## config.mk

```make
export PLATFORM = sky130hd
export DESIGN_NAME = buswd_top
export DESIGN_NICKNAME = d
export VERILOG_FILES = /design/src/rtl/buswd_pkg.sv /design/src/rtl/buswd_sync.sv /design/src/rtl/buswd_seq.sv /design/src/rtl/buswd_timer.sv /design/src/rtl/buswd_top.sv
export SDC_FILE = /design/constraint.sdc
export NUM_CORES = 1
export LEC_CHECK = 0
export CAP_MARGIN = 20
export CORE_MARGIN = 1
export CORE_UTILIZATION = 38
export CTS_CLUSTER_DIAMETER = 150
export DETAILED_ROUTE_END_ITERATION = 12
export GPL_TIMING_DRIVEN = 0
export PLACE_DENSITY_LB_ADDON = 0.12
export SKIP_CTS_REPAIR_TIMING = 1
export SYNTH_ARGS = -nofsm -noshare
export SYNTH_HDL_FRONTEND = slang
export SYNTH_SLANG_ARGS = --single-unit
export TNS_END_PERCENT = 100
```

## constraint.sdc

```tcl
create_clock -name clk -period 1.93 [get_ports clk]
set_input_delay 0.2895 -clock clk [delete_from_list [all_inputs] [get_ports clk]]
set_output_delay 0.2895 -clock clk [all_outputs]
set_load 0.005 [all_outputs]
```

## src/rtl/buswd_pkg.sv

```systemverilog
package buswd_pkg;
   typedef enum logic [1:0] {
      SQ_IDLE    = 2'd0,
      SQ_ARMED   = 2'd1,
      SQ_CLOCKED = 2'd2
   } seq_state_t;
endpackage

```

## src/rtl/buswd_sync.sv

```systemverilog
module buswd_sync #(
   parameter int unsigned W      = 2,
   parameter int unsigned STAGES = 2,
   parameter logic [W-1:0] RST_VAL = '1
) (
   input  logic         clk,
   input  logic         rst_n,
   input  logic [W-1:0] d,
   output logic [W-1:0] q
);
   if (STAGES < 2) begin : g_bad_stages
      $error("buswd_sync: STAGES must be at least 2");
   end

   logic [W-1:0] stg [STAGES];

   for (genvar i = 0; i < STAGES; i++) begin : g_stage
      if (i == 0) begin : g_first
         always_ff @(posedge clk or negedge rst_n) begin
            if (!rst_n) stg[0] <= RST_VAL;
            else        stg[0] <= d;
         end
      end else begin : g_next
         always_ff @(posedge clk or negedge rst_n) begin
            if (!rst_n) stg[i] <= RST_VAL;
            else        stg[i] <= stg[i-1];
         end
      end
   end

   assign q = stg[STAGES-1];
endmodule

```

## src/rtl/buswd_seq.sv

```systemverilog
module buswd_seq
   import buswd_pkg::*;
(
   input  logic clk,
   input  logic rst_n,
   input  logic scl_s,
   input  logic sda_s,
   output logic kick
);
   logic       scl_q, sda_q;
   logic       sda_fall, scl_fall, stop_seen;
   seq_state_t st, st_nx;

   always_ff @(posedge clk or negedge rst_n) begin
      if (!rst_n) begin
         scl_q <= 1'b1;
         sda_q <= 1'b1;
      end else begin
         scl_q <= scl_s;
         sda_q <= sda_s;
      end
   end

   assign sda_fall  = sda_q & ~sda_s;
   assign scl_fall  = scl_q & ~scl_s;
   assign stop_seen = ~sda_q & sda_s & scl_q & scl_s;

   always_comb begin
      st_nx = st;
      unique case (st)
         SQ_IDLE:    if (sda_fall) st_nx = SQ_ARMED;
         SQ_ARMED: begin
            if (scl_fall)       st_nx = SQ_CLOCKED;
            else if (stop_seen) st_nx = SQ_IDLE;
         end
         SQ_CLOCKED: if (stop_seen) st_nx = SQ_IDLE;
         default:    st_nx = SQ_IDLE;
      endcase
   end

   always_ff @(posedge clk or negedge rst_n) begin
      if (!rst_n) begin
         st   <= SQ_IDLE;
         kick <= 1'b0;
      end else begin
         st   <= st_nx;
         kick <= (st == SQ_CLOCKED) && stop_seen;
      end
   end
endmodule

```

## src/rtl/buswd_timer.sv

```systemverilog
module buswd_timer #(
   parameter int unsigned TO0   = 64,
   parameter int unsigned TO1   = 128,
   parameter int unsigned TO2   = 256,
   parameter int unsigned TO3   = 512,
   parameter int unsigned CNT_W = $clog2(TO3 + 1)
) (
   input  logic             clk,
   input  logic             rst_n,
   input  logic [1:0]       tsel,
   input  logic             kick,
   output logic [CNT_W-1:0] cnt,
   output logic [CNT_W-1:0] lim,
   output logic             wdo_n
);
   always_comb begin
      unique case (tsel)
         2'd0:    lim = CNT_W'(TO0);
         2'd1:    lim = CNT_W'(TO1);
         2'd2:    lim = CNT_W'(TO2);
         default: lim = CNT_W'(TO3);
      endcase
   end

   always_ff @(posedge clk or negedge rst_n) begin
      if (!rst_n) begin
         cnt   <= '0;
         wdo_n <= 1'b1;
      end else if (kick) begin
         cnt   <= '0;
         wdo_n <= 1'b1;
      end else if (cnt >= lim - 1'b1) begin
         wdo_n <= 1'b0;
      end else begin
         cnt   <= cnt + 1'b1;
      end
   end
endmodule

```

## src/rtl/buswd_top.sv

```systemverilog
module buswd_top #(
   parameter int unsigned TO0         = 64,
   parameter int unsigned TO1         = 128,
   parameter int unsigned TO2         = 256,
   parameter int unsigned TO3         = 512,
   parameter int unsigned SYNC_STAGES = 2
) (
   input  logic       clk,
   input  logic       rst_n,
   input  logic       scl,
   input  logic       sda,
   input  logic [1:0] tsel,
   output logic       wdo_n
);
   localparam int unsigned CNT_W = $clog2(TO3 + 1);

   if (TO0 < 2 || TO1 < TO0 || TO2 < TO1 || TO3 < TO2) begin : g_bad_timeouts
      $error("buswd_top: timeouts must be at least 2 and non-decreasing");
   end

   logic [1:0]       bus_s;
   logic             kick;
   logic [CNT_W-1:0] cnt, lim;

   buswd_sync #(.W(2), .STAGES(SYNC_STAGES), .RST_VAL(2'b11)) u_sync (
      .clk(clk), .rst_n(rst_n), .d({scl, sda}), .q(bus_s)
   );

   buswd_seq u_seq (
      .clk(clk), .rst_n(rst_n), .scl_s(bus_s[1]), .sda_s(bus_s[0]), .kick(kick)
   );

   buswd_timer #(.TO0(TO0), .TO1(TO1), .TO2(TO2), .TO3(TO3), .CNT_W(CNT_W)) u_timer (
      .clk(clk), .rst_n(rst_n), .tsel(tsel), .kick(kick),
      .cnt(cnt), .lim(lim), .wdo_n(wdo_n)
   );
endmodule

```

==> flow_summary.toml <==
[drt]
detail_route.drc_violations = 0
dr.pass1.iters = 4
vias_cell = 5.566
routed_wl_um = 1870
route.antenna.remaining_nets = 0
vias = 757
drt_first_iter_violations = 18
wire_length_per_cell_after_detailed_routing_um = 13.75

[logic_synthesis]
synth_enable_flop_cells = 0
post_synth_instance_area_sq_um = 970.9
ys_dominant_reg_cell = "sky130_fd_sc_hd__dfrtp_1"
synthDominantCellAreaShare = 0.3351
synth_fp_nets = 106
netlist.top_cell.by_area = "sky130_fd_sc_hd__dfrtp_1"
syn_area_per_cell_sq_um = 10.22
ys.warnings.count = 0
syn-instance-count = 95
total_of_flip_flops_plus_latches_after_synthesis = 20
synth-async-reset-ratio = 1.000
synth.top_cells.by_area = "sky130_fd_sc_hd__dfrtp_1 34%, sky130_fd_sc_hd__dfstp_2 19%, sky130_fd_sc_hd__ha_1 6.4%"
synth_seq_area_share = 0.5245
ys_types = 31

[global_routing]
grt_max_degree = 21
grt_antenna_before_repair = 0
first_global_vias = 699
grt_first_pass_wirelength_um = 2967
grt_overflow_total = 0
groute.usage.overall = 0.1539

[place]
place.port_buffers = 6
pre_cts_slack_ps = -543.9
post-dp-hpwl_um = 1207
finalWeightedCongestion = 0.7454

[timing]
period_minus_ws_final_ps = 1936
setup_ws_ps = -5.566
holdWs_ps = 361.9
finalSetupTns_ps = -5.566
tightest_slew_ps = 858.7
timing.fmax_ghz = 0.5166
final_min_period_over_clock_period = 1.003
timing.final.setup_violations = 1
clock-skew-final_ps = 1.312
timing.final.hold_violations = 0
drv_slew = 0
worst_slew_margin_rel = 0.4257

[power_and_ir_drop]
cellPowerDensity_nw_per_um2 = 1346
cellLeakagePower_nw = 0.4854
worst_ir_drop_vdd_uv = 776.7

[cts]
clk_pin_slew_ps = 110
h-tree-depth = 1
tritoncts = "yes"
buffer_type_at_the_clock_tree_root = "sky130_fd_sc_hd__clkbuf_4"
cts.sinks = 20
max_clock_buf_depth = 2
clock_insertion_delay_worst_skew_ps = 300
cts-buffers-inserted = 3

[final_layout]
post_route_cells_drive_above_1_share = 0.2963
num-fill-cells = 196
finalNetCount = 120
regArea_sq_um = 509.2
multiInputGateArea_sq_um = 530.5
insertedDiodeCount = 0
most_common_cell_after_layout_fill_and_taps_aside = "sky130_fd_sc_hd__dfrtp_1"
top_library_cells_by_usage_in_the_layout_fill_and_taps_aside = "13 x sky130_fd_sc_hd__dfrtp_1, 8 x sky130_fd_sc_hd__nor2_1, 7 x sky130_fd_sc_hd__inv_1, 7 x sky130_fd_sc_hd__dfstp_2, 6 x sky130_fd_sc_hd__clkdlybuf4s50_1"
syn_to_final_growth_pct = 30.67

[critical_path]
cp_data_arrival_time_ps = 2170
critical_path.top_delay_family = "simple AND/OR/NAND/NOR gates"
cp_slowest_stage_delay_ps = 670
critical_path_data_required_time_ps = 2160
worst-path-buf-inv = 2
timing.critical_path.slowest_stage_cell = "sky130_fd_sc_hd__or4_2"
worst_path_fanout_max = 6
criticalPathCategory = "input port to flip-flop"
critical_path_sink_type = "flip-flop"
worstSetupStartpointType = "input port"
cp_cell_sequence = "clkdlybuf4s50_1 -> inv_1 -> ha_4 -> a21oi_4 -> o21ai_4 -> or4_2 -> a21oi_2"

[floorplan]
die_span_in_x_um = 52.55
die_h_um = 52.55
design.die.area_sq_um = 2761
std_cell_rows = 17
boundaryPins = 7
floorplan.initialDensity = 0.4188
fp.coreArea_sq_um = 2318

[status]
failed_checks = "setup timing"
outcome = "complete, but fails checks"

[min_path]
worst_hold_path_type = "flip-flop to flip-flop"

[flow_run]
maxCapViolations = 0
==> cell type report <==
cell class	instances	share of cell area
clock inverters	1	0.02367
plain buffers	3	0.01578
multi-input cells	65	0.4181
flip-flops and latches	20	0.4014
inverters	7	0.02071
clock buffers	3	0.01775
well taps	28	0.02761
repair buffers	9	0.07495
==> worst reg2reg max path: stages (launching register included) <==
cell	delay (ps)
sky130_fd_sc_hd__dfrtp_1	460
sky130_fd_sc_hd__ha_4	280
sky130_fd_sc_hd__a21oi_4	150
sky130_fd_sc_hd__o21ai_4	110
sky130_fd_sc_hd__or4_2	670
sky130_fd_sc_hd__a21oi_2	150
==> cell families (layout without fill, tap and decap cells) <==
family,count (synthesis),in the layout,share of synthesized area
fa+ha+maj,5,5,0.06443
simple gates,33,33,0.1843
flops,20,20,0.5245
other cells,1,1,0.003862
compound gates,24,24,0.1598
mux,2,2,0.02319
buf+inv,10,23,0.03995
==> power by group <==
group / internal, W / switching (W)
combinational: 0.000346 / 0.000326
sequential: 0.000555 / 0.000146
clock: 0.000210 / 0.000125
total: 0.00111 / 0.000596
==> stage by stage <==
stage | utilization | cell area [sq um] | instances | total power, W
2_1_floorplan | - | 970.9 | 95 | 0.001003
3_3_place_gp | 0.4598 | 1066 | 129 | 0.001118
3_5_place_dp | 0.4598 | 1066 | 129 | 0.001137
4_1_cts | 0.4825 | 1119 | 133 | 0.001482
5_1_grt | 0.5472 | 1269 | 136 | 0.001834
6_report | 0.5472 | 1269 | 136 | 0.001708
==> metal layers <==
metal | part of all wire | GRT usage | wire length [um] | vias to the layer above
li1 | - | - | - | 376
met1 | 0.49 | 0.1953 | 921 | 367
met2 | 0.46 | 0.2342 | 854 | 9
met3 | 0.035 | 0.05217 | 65 | 5
met4 | 0.016 | 0.07018 | 29 | 0
met5 | 0 | 0 | 0 | -
==> worst paths after layout <==
| check | startpoint | end | slack [ps] | cells after the start |
|---|---|---|---|---|
| min | u_sync.stg[3]$_DFF_PN1_ | u_sync.q[1]$_DFF_PN1_ | 360 | 0 |
| min reg2reg | u_sync.stg[3]$_DFF_PN1_ | u_sync.q[1]$_DFF_PN1_ | 360 | 0 |
| max reg2reg | u_timer.cnt[7]$_DFFE_PN0P_ | u_timer.cnt[8]$_DFFE_PN0P_ | 50 | 5 |
| max in group asynchronous | rst_n | u_seq.st[0]$_DFFE_PN0P_ | 940 | 1 |
| min in group asynchronous | rst_n | u_timer.cnt[9]$_DFFE_PN0P_ | 470 | 1 |
| max | tsel[1] | u_timer.cnt[8]$_DFFE_PN0P_ | -6 | 7 |
==> sequential cells by signal, indices dropped and copies added (netlist names) <==
| signal | flops |
|---|---|
| u_timer.cnt | 10 |
| u_seq.st | 2 |
| u_sync.q | 2 |
| u_sync.stg | 2 |
| u_seq.kick | 1 |
| u_seq.scl_q | 1 |
| u_seq.sda_q | 1 |
| u_timer.wdo_n | 1 |
==> synth_stat cells (2+ instances only) <==
cell	count
sky130_fd_sc_hd__dfrtp_1	13
sky130_fd_sc_hd__a21oi_1	8
sky130_fd_sc_hd__nor2_1	8
sky130_fd_sc_hd__dfstp_2	7
sky130_fd_sc_hd__inv_1	7
sky130_fd_sc_hd__ha_1	5
sky130_fd_sc_hd__nand2_1	5
sky130_fd_sc_hd__o21ai_0	4
sky130_fd_sc_hd__o31ai_1	4
sky130_fd_sc_hd__nand3_1	3
sky130_fd_sc_hd__nand4_1	3
sky130_fd_sc_hd__clkbuf_1	2
sky130_fd_sc_hd__mux2_2	2
sky130_fd_sc_hd__nor2b_1	2
sky130_fd_sc_hd__nor4_1	2
sky130_fd_sc_hd__o311ai_0	2
sky130_fd_sc_hd__o41ai_1	2
sky130_fd_sc_hd__or3_1	2
sky130_fd_sc_hd__or4_1	2
Power figures use the tool's default switching activity.
